File: src/rtl/osc_pll_pkg.sv
package osc_pll_pkg;

  localparam int unsigned REG_W = 32;

  // byte offsets decoded by the block
  localparam int unsigned OFF_XTAL = 32'h0C;
  localparam int unsigned OFF_PLL  = 32'h10;
  localparam int unsigned OFF_FREQ = 32'h14;

  // crystal word fields
  localparam int unsigned XTAL_OVR_B  = 0;
  localparam int unsigned XTAL_EN_B   = 1;
  localparam int unsigned XTAL_STAT_B = 2;
  localparam int unsigned SLOW_DIS_B  = 19;
  localparam int unsigned XTAL_TIM_B  = 20;

  // pll control word fields
  localparam int unsigned PLL1_OVR_B  = 0;
  localparam int unsigned PLL1_EN_B   = 1;
  localparam int unsigned PLL1_STAT_B = 2;
  localparam int unsigned PLL2_EN_B   = 28;
  localparam int unsigned PLL_TIM_B   = 29;

  // frequency word fields
  localparam int unsigned SHIFT_LO = 0;
  localparam int unsigned SHIFT_HI = 2;
  localparam int unsigned M1_LO    = 8;
  localparam int unsigned M1_HI    = 13;
  localparam int unsigned M2_LO    = 24;
  localparam int unsigned M2_HI    = 29;

  localparam int unsigned NUM_SRC = 3;   // main crystal, pll1, pll2

  typedef enum logic [1:0] {
    SEL_NONE,
    SEL_XTAL,
    SEL_PLL,
    SEL_FREQ
  } rdSel_e;

  typedef struct packed {
    logic   wrXtal;
    logic   wrPll;
    logic   wrFreq;
    rdSel_e rdSel;
  } busStrobe_t;

endpackage

File: src/rtl/osc_pll_bus_decode.sv
module osc_pll_bus_decode
  import osc_pll_pkg::*;
#(
  parameter int unsigned ADDR_W = 8
) (
  input  logic              clk,
  input  logic              rst,
  input  logic [ADDR_W-1:0] addr,
  input  logic              writeEn,
  output busStrobe_t        strobe
);

  localparam logic [ADDR_W-1:0] A_XTAL = ADDR_W'(OFF_XTAL);
  localparam logic [ADDR_W-1:0] A_PLL  = ADDR_W'(OFF_PLL);
  localparam logic [ADDR_W-1:0] A_FREQ = ADDR_W'(OFF_FREQ);

  logic hitXtal, hitPll, hitFreq;

  always_comb begin
    hitXtal = (addr == A_XTAL);
    hitPll  = (addr == A_PLL);
    hitFreq = (addr == A_FREQ);
  end

  always_comb begin
    strobe.wrXtal = writeEn && hitXtal;
    strobe.wrPll  = writeEn && hitPll;
    strobe.wrFreq = writeEn && hitFreq;
    if (hitXtal)      strobe.rdSel = SEL_XTAL;
    else if (hitPll)  strobe.rdSel = SEL_PLL;
    else if (hitFreq) strobe.rdSel = SEL_FREQ;
    else              strobe.rdSel = SEL_NONE;
  end

  // at most one register is written per access
  assert_one_target_R11: assert property (@(posedge clk) disable iff (rst)
    $onehot0({strobe.wrXtal, strobe.wrPll, strobe.wrFreq}));

  // an unmapped offset never produces a write strobe
  assert_unmapped_quiet_R11: assert property (@(posedge clk) disable iff (rst)
    (strobe.rdSel == SEL_NONE) |-> !(strobe.wrXtal || strobe.wrPll || strobe.wrFreq));

endmodule

File: src/rtl/osc_ready_timer.sv
module osc_ready_timer #(
  parameter int unsigned WAIT = 16
) (
  input  logic clk,
  input  logic rst,
  input  logic run,
  input  logic timerOn,
  output logic ready
);

  localparam int unsigned CNT_W = (WAIT > 1) ? $clog2(WAIT) : 1;
  localparam logic [CNT_W-1:0] LAST = CNT_W'(WAIT - 1);

  logic [CNT_W-1:0] cnt;

  always_ff @(posedge clk) begin
    if (rst) begin
      cnt   <= '0;
      ready <= 1'b0;
    end else if (!run) begin
      cnt   <= '0;
      ready <= 1'b0;
    end else if (!ready) begin
      if (!timerOn || cnt == LAST) ready <= 1'b1;
      else                         cnt   <= cnt + 1'b1;
    end
  end

  // a stopped source loses ready on the next edge
  assert_fall_after_stop_R8: assert property (@(posedge clk) disable iff (rst)
    !run |=> !ready);

  // ready only ever rises while the source was running
  assert_rise_needs_run_R6: assert property (@(posedge clk) disable iff (rst)
    $rose(ready) |-> $past(run));

  // once ready, stays ready as long as the source keeps running
  assert_hold_while_run_R6: assert property (@(posedge clk) disable iff (rst)
    (ready && run) |=> ready);

endmodule

File: src/rtl/osc_pll_datapath.sv
module osc_pll_datapath
  import osc_pll_pkg::*;
#(
  parameter int unsigned XTAL_WAIT  = 1000,
  parameter int unsigned PLL_WAIT   = 4000,
  parameter logic [31:0] FREQ_RESET = 32'h0A00_1401
) (
  input  logic             clk,
  input  logic             rst,
  input  busStrobe_t       strobe,
  input  logic [REG_W-1:0] wdata,
  output logic [REG_W-1:0] rdata,
  output logic             mainXtalOn,
  output logic             slowXtalOn,
  output logic             pll1On,
  output logic             pll2On,
  output logic             mainXtalReady,
  output logic             pll1Ready,
  output logic             pll2Ready,
  output logic [6:0]       pll1Mult,
  output logic [2:0]       pll1Shift,
  output logic [6:0]       pll2Mult
);

  localparam int unsigned M_W = M1_HI - M1_LO + 1;
  localparam int unsigned S_W = SHIFT_HI - SHIFT_LO + 1;

  // crystal word storage
  logic xtalOvr, xtalEn, slowDis, xtalTimEn;
  // pll word storage
  logic pll1Ovr, pll1En, pll2En, pllTimEn;
  // frequency word storage
  logic [M_W-1:0] mult1Fld, mult2Fld;
  logic [S_W-1:0] shiftFld;

  always_ff @(posedge clk) begin
    if (rst) begin
      xtalOvr   <= 1'b0;
      xtalEn    <= 1'b0;
      slowDis   <= 1'b0;
      xtalTimEn <= 1'b1;
    end else if (strobe.wrXtal) begin
      xtalOvr   <= wdata[XTAL_OVR_B];
      xtalEn    <= wdata[XTAL_EN_B];
      slowDis   <= wdata[SLOW_DIS_B];
      xtalTimEn <= wdata[XTAL_TIM_B];
    end
  end

  always_ff @(posedge clk) begin
    if (rst) begin
      pll1Ovr  <= 1'b0;
      pll1En   <= 1'b0;
      pll2En   <= 1'b0;
      pllTimEn <= 1'b1;
    end else if (strobe.wrPll) begin
      pll1Ovr  <= wdata[PLL1_OVR_B];
      pll1En   <= wdata[PLL1_EN_B];
      pll2En   <= wdata[PLL2_EN_B];
      pllTimEn <= wdata[PLL_TIM_B];
    end
  end

  always_ff @(posedge clk) begin
    if (rst) begin
      mult1Fld <= FREQ_RESET[M1_HI:M1_LO];
      mult2Fld <= FREQ_RESET[M2_HI:M2_LO];
      shiftFld <= FREQ_RESET[SHIFT_HI:SHIFT_LO];
    end else if (strobe.wrFreq) begin
      mult1Fld <= wdata[M1_HI:M1_LO];
      mult2Fld <= wdata[M2_HI:M2_LO];
      shiftFld <= wdata[SHIFT_HI:SHIFT_LO];
    end
  end

  // run requests: override clear means hardware keeps the source alive
  logic [NUM_SRC-1:0] srcRun, srcTim, srcReady;

  always_comb begin
    srcRun[0] = !xtalOvr || xtalEn;
    srcRun[1] = !pll1Ovr || pll1En;
    srcRun[2] = pll2En;
    srcTim[0] = xtalTimEn;
    srcTim[1] = pllTimEn;
    srcTim[2] = pllTimEn;
  end

  for (genvar g = 0; g < NUM_SRC; g++) begin : g_timer
    localparam int unsigned W = (g == 0) ? XTAL_WAIT : PLL_WAIT;
    osc_ready_timer #(.WAIT(W)) i_timer (
      .clk     (clk),
      .rst     (rst),
      .run     (srcRun[g]),
      .timerOn (srcTim[g]),
      .ready   (srcReady[g])
    );
  end

  always_comb begin
    mainXtalOn    = srcRun[0];
    pll1On        = srcRun[1];
    pll2On        = srcRun[2];
    slowXtalOn    = !slowDis;
    mainXtalReady = srcReady[0];
    pll1Ready     = srcReady[1];
    pll2Ready     = srcReady[2];
    pll1Mult      = {1'b0, mult1Fld} + 7'd2;
    pll2Mult      = {1'b0, mult2Fld} + 7'd2;
    pll1Shift     = shiftFld;
  end

  always_comb begin
    rdata = '0;
    unique case (strobe.rdSel)
      SEL_XTAL: begin
        rdata[XTAL_OVR_B]  = xtalOvr;
        rdata[XTAL_EN_B]   = xtalEn;
        rdata[XTAL_STAT_B] = srcReady[0];
        rdata[SLOW_DIS_B]  = slowDis;
        rdata[XTAL_TIM_B]  = xtalTimEn;
      end
      SEL_PLL: begin
        rdata[PLL1_OVR_B]  = pll1Ovr;
        rdata[PLL1_EN_B]   = pll1En;
        rdata[PLL1_STAT_B] = srcReady[1];
        rdata[PLL2_EN_B]   = pll2En;
        rdata[PLL_TIM_B]   = pllTimEn;
      end
      SEL_FREQ: begin
        rdata[M1_HI:M1_LO]       = mult1Fld;
        rdata[M2_HI:M2_LO]       = mult2Fld;
        rdata[SHIFT_HI:SHIFT_LO] = shiftFld;
      end
      default: rdata = '0;
    endcase
  end

  // releasing the crystal override always leaves the crystal running
  assert_xtal_release_R2: assert property (@(posedge clk) disable iff (rst)
    (strobe.wrXtal && !wdata[XTAL_OVR_B]) |=> mainXtalOn);

  // with the override set, pll1 follows the written enable
  assert_pll1_follow_R3: assert property (@(posedge clk) disable iff (rst)
    (strobe.wrPll && wdata[PLL1_OVR_B]) |=> (pll1On == $past(wdata[PLL1_EN_B])));

  // pll2 follows its enable bit directly
  assert_pll2_direct_R4: assert property (@(posedge clk) disable iff (rst)
    strobe.wrPll |=> (pll2On == $past(wdata[PLL2_EN_B])));

  // decoded multiplier appears the cycle after a frequency write
  assert_mult_decode_R10: assert property (@(posedge clk) disable iff (rst)
    strobe.wrFreq |=> (pll1Mult == ({1'b0, $past(wdata[M1_HI:M1_LO])} + 7'd2)));

  // writes elsewhere leave the frequency outputs alone
  assert_freq_hold_R11: assert property (@(posedge clk) disable iff (rst)
    !strobe.wrFreq |=> ($stable(pll1Mult) && $stable(pll2Mult) && $stable(pll1Shift)));

endmodule

File: src/rtl/osc_pll_ctrl.sv
module osc_pll_ctrl
  import osc_pll_pkg::*;
#(
  parameter int unsigned ADDR_W     = 8,
  parameter int unsigned XTAL_WAIT  = 1000,
  parameter int unsigned PLL_WAIT   = 4000,
  parameter logic [31:0] FREQ_RESET = 32'h0A00_1401
) (
  input  logic              clk,
  input  logic              rst,
  input  logic [ADDR_W-1:0] addr,
  input  logic              writeEn,
  input  logic [31:0]       writeData,
  output logic [31:0]       readData,
  output logic              mainXtalOn,
  output logic              slowXtalOn,
  output logic              pll1On,
  output logic              pll2On,
  output logic              mainXtalReady,
  output logic              pll1Ready,
  output logic              pll2Ready,
  output logic [6:0]        pll1Mult,
  output logic [2:0]        pll1Shift,
  output logic [6:0]        pll2Mult
);

  busStrobe_t strobe;

  osc_pll_bus_decode #(.ADDR_W(ADDR_W)) i_decode (
    .clk     (clk),
    .rst     (rst),
    .addr    (addr),
    .writeEn (writeEn),
    .strobe  (strobe)
  );

  osc_pll_datapath #(
    .XTAL_WAIT  (XTAL_WAIT),
    .PLL_WAIT   (PLL_WAIT),
    .FREQ_RESET (FREQ_RESET)
  ) i_datapath (
    .clk           (clk),
    .rst           (rst),
    .strobe        (strobe),
    .wdata         (writeData),
    .rdata         (readData),
    .mainXtalOn    (mainXtalOn),
    .slowXtalOn    (slowXtalOn),
    .pll1On        (pll1On),
    .pll2On        (pll2On),
    .mainXtalReady (mainXtalReady),
    .pll1Ready     (pll1Ready),
    .pll2Ready     (pll2Ready),
    .pll1Mult      (pll1Mult),
    .pll1Shift     (pll1Shift),
    .pll2Mult      (pll2Mult)
  );

endmodule

File: config.mk
export PLATFORM = sky130hd
export DESIGN_NAME = osc_pll_ctrl
export DESIGN_NICKNAME = d
export VERILOG_FILES = /design/src/rtl/osc_pll_pkg.sv /design/src/rtl/osc_pll_bus_decode.sv /design/src/rtl/osc_ready_timer.sv /design/src/rtl/osc_pll_datapath.sv /design/src/rtl/osc_pll_ctrl.sv
export SDC_FILE = /design/constraint.sdc
export NUM_CORES = 1
export LEC_CHECK = 0
export ABC_AREA = 1
export ABC_CLOCK_PERIOD_IN_PS = 2800
export BUFFER_PORTS_ARGS = -buffer_cell sky130_fd_sc_hd__buf_2
export CORE_ASPECT_RATIO = 0.6
export CORE_MARGIN = 5
export CORE_UTILIZATION = 25
export CTS_BUF_LIST = sky130_fd_sc_hd__clkbuf_8
export CTS_CLUSTER_DIAMETER = 50
export DETAILED_ROUTE_END_ITERATION = 10
export PLACE_DENSITY = 0.52
export SETUP_SLACK_MARGIN = 0.4
export SYNTH_ARGS = -nofsm -noshare
export SYNTH_HDL_FRONTEND = slang
export SYNTH_SLANG_ARGS = --single-unit
File: constraint.sdc
create_clock -name clk -period 2.8 [get_ports clk]
set_input_delay 0.42 -clock clk [delete_from_list [all_inputs] [get_ports clk]]
set_output_delay 0.42 -clock clk [all_outputs]
set_load 0.005 [all_outputs]
==> flow_summary.yaml <==
outcome:
  status: "completed"
cts:
  cts_sinks: 60
  clock_tree.root_cell: "clkbuf_8"
  clk_pin_slew_ns: 0.07
  clk_path_buf_depth: 2
  cts_resized: 0
  cts_made_buffers: 9
  cts_hold_buffers: 0
  htreeDepth: 3
  post_cts_buffers: 0
  clk_latency_ns: 0.34
  cts_tree: "done"
synthesis:
  synthArstFlopShare_pct: 0
  synth_most_common_cell: "nand2_1"
  synth_edf_count: 0
  synth_cells: 534
  synthFlopType: "dfxtp_1"
  netlist_area_um2: 3530
  yosysWarnings: 0
  synth_top_area_share_pct: 34.0
  netlist-cell-type-count: 34
  synth_top_cell_by_area: "dfxtp_1"
  synth_area_leaders: "dfxtp_1, nand2_1, nor2_1"
  yosysSeqAreaShare_pct: 34.0
  synth_seq_cells: 60
  synth_area_per_cell_um2: 6.61
  synthTopCellsByCount: "nand2_1, nor2_1, inv_1, dfxtp_1, nand3_1"
power_and_ir_drop:
  pwr_density_cell_nw_per_um2: 432
  p_leak_nw: 1.89
  worst_ir_drop_vdd_mv: 0.223
layout:
  final_util_pct: 30.5
  area_delta_synth_final_pct: 18.9
  insertedDiodeCount: 0
  drive_above_1_share_pct: 19.8
  final_nets: 649
detailed_routing:
  wl_um: 9090
  drc: 0
  drt_iter0_drc: 248
  via_count: 3354
  wl_per_cell_um: 11.4
  via_per_inst: 4.20
  ant_nets: 0
  drt-pass1-iter-count: 4
timing:
  rsz0062_at_grt: "no"
  slew_violations: 0
  hold_violations: 0
  setup_viol_count_final: 0
  worst_pin_slew_ns: 0.759
  slew_headroom_pct: 49.2
  finalSetupTns_ns: 0
  min_period_over_period_pct: 70.4
  fmax_ghz: 0.507
  clock_skew_ns: 0.0123
  fin_crit_ns: 1.97
placed_design:
  place_hpwl_um: 7090
  place.gp.congestion: 0.797
  port_buffers: 68
floorplanning:
  start_util_pct: 25.7
  io_pins: 99
  core_area_um2: 13700
  rows: 33
  die_h_um: 102
  dieArea_um2: 16700
  die_x_um: 163
global_route:
  grtUsageTotal_pct: 11.3
  top_usage_layer: "met1"
  grt_pass1_vias: 3122
  use_met2_pct: 15.5
  use_met1_pct: 16.9
  grt_max_degree: 21
  grt_util_met3_pct: 4.03
  grt_pass1_wl_um: 15100
  antenna_found_initial: 0
  grt_overflow: 0
flow_run:
  drv_cap: 0
worst_setup_path:
  r2r_slack_ns: 0.95
  crit_type: "in -> out"
  crit_path_start_kind: "primary input"
  r2r-end: "i_datapath.g_timer[0].i_timer.cnt[0]"
  crit_fanout: 16
  required_ns: 2.38
  crit_path_end_kind: "output pin"
  endpoint: "readData[2]"
  crit_path_start: "addr[1]"
  critPathArrivalTime_ns: 1.55
  r2r-start: "i_datapath.g_timer[0].i_timer.cnt[0]"
  r2r_cells: 8
hold_path:
  hold_depth: 3
  hold_path.class: "in -> reg"
## metal layers
layer  wire length, µm  share of wire, %  up-vias
li1                  -                 -     1777
met1              5100                56     1522
met2              3550                39       51
met3               413               4.5        4
met4                31              0.34        0
met5                 0                 0        -
## critical path, stage by stage
cell     delay, ns
buf_2         0.09
nor2_1        0.09
inv_1         0.06
nor2_2        0.14
nand2_2       0.23
inv_1         0.17
nand2_1       0.06
nand2_1       0.06
nand2_1       0.05
nand2_1       0.06
buf_2         0.11
## registers in the layout, indices dropped and copies added (netlist names)
name	cells
i_datapath.pll1Shift	3
i_datapath.mult1Fld	6
i_datapath.pllTimEn	1
i_datapath.xtalEn	1
i_datapath.g_timer.i_timer.cnt	34
i_datapath.pll1Ovr	1
i_datapath.xtalOvr	1
i_datapath.g_timer.i_timer.ready	3
i_datapath.slowDis	1
i_datapath.pll2On	1
i_datapath.pll1En	1
i_datapath.mult2Fld	6
i_datapath.xtalTimEn	1
## metrics by stage
stage / total power, W / instances / hold WS, ns / worst slack, ns / instance area, µm²
after floorplan: 0.000952 / 548 / 0.444 / 1.28 / 3580
after global placement: 0.000969 / 782 / 0.461 / 0.815 / 3980
after detailed placement: 0.000971 / 782 / 0.463 / 0.772 / 3980
after CTS: 0.00185 / 798 / 0.280 / 0.819 / 4200
after global routing: 0.00190 / 798 / 0.276 / 0.692 / 4200
final: 0.00181 / 798 / 0.295 / 0.829 / 4200
## area by class of cell
cell class                      count  area [µm²]
Fill cell                        1507        9550
Multi-Input combinational cell    385        1900
Sequential cell                    60        1200
Timing Repair Buffer               70         355
Inverter                           75         282
Tap cell                          192         240
Clock buffer                       10         138
Clock inverter                      6        80.1
## cell families after synthesis
kind of cell               Yosys count  share of synthesized area [%]
DFF                                 60                           34.0
and+or+nand+nor                    286                           35.5
buffers and inverters              103                           13.6
xor gates and xnor gates            19                           4.71
adders and majority gates            5                           1.77
other                                1                          0.106
AOI/OAI and AO/OA                   60                           10.2
## placed cells by master (no fill, tap or decap), types with 14 or more instances in the layout
cell type / instances
a21oi_1: 21
buf_2: 68
conb_1: 15
dfxtp_1: 60
inv_1: 75
nand2_1: 134
nand3_1: 30
nand4_1: 14
nor2_1: 79
o21ai_0: 18
xor2_1: 18
## worst min path at each step
stage | start | end
2_1_floorplan | i_datapath.pll1Ovr | i_datapath.pll1Ovr
3_3_place_gp | i_datapath.pllTimEn | i_datapath.pllTimEn
3_5_place_dp | i_datapath.pllTimEn | i_datapath.pllTimEn
4_1_cts | writeData[10] | i_datapath.mult1Fld[2]
5_1_grt | writeData[10] | i_datapath.mult1Fld[2]
6_report | writeData[10] | i_datapath.mult1Fld[2]
## report_power, final
group	switching, W	leakage (nW)	internal, W
Sequential	0.0000109	0.485	0.000862
Combinational	0.0000487	1.29	0.0000308
Clock	0.000342	0.115	0.000517
Total	0.000401	1.89	0.00141
Note: power is estimated with default switching activity, not from simulation.
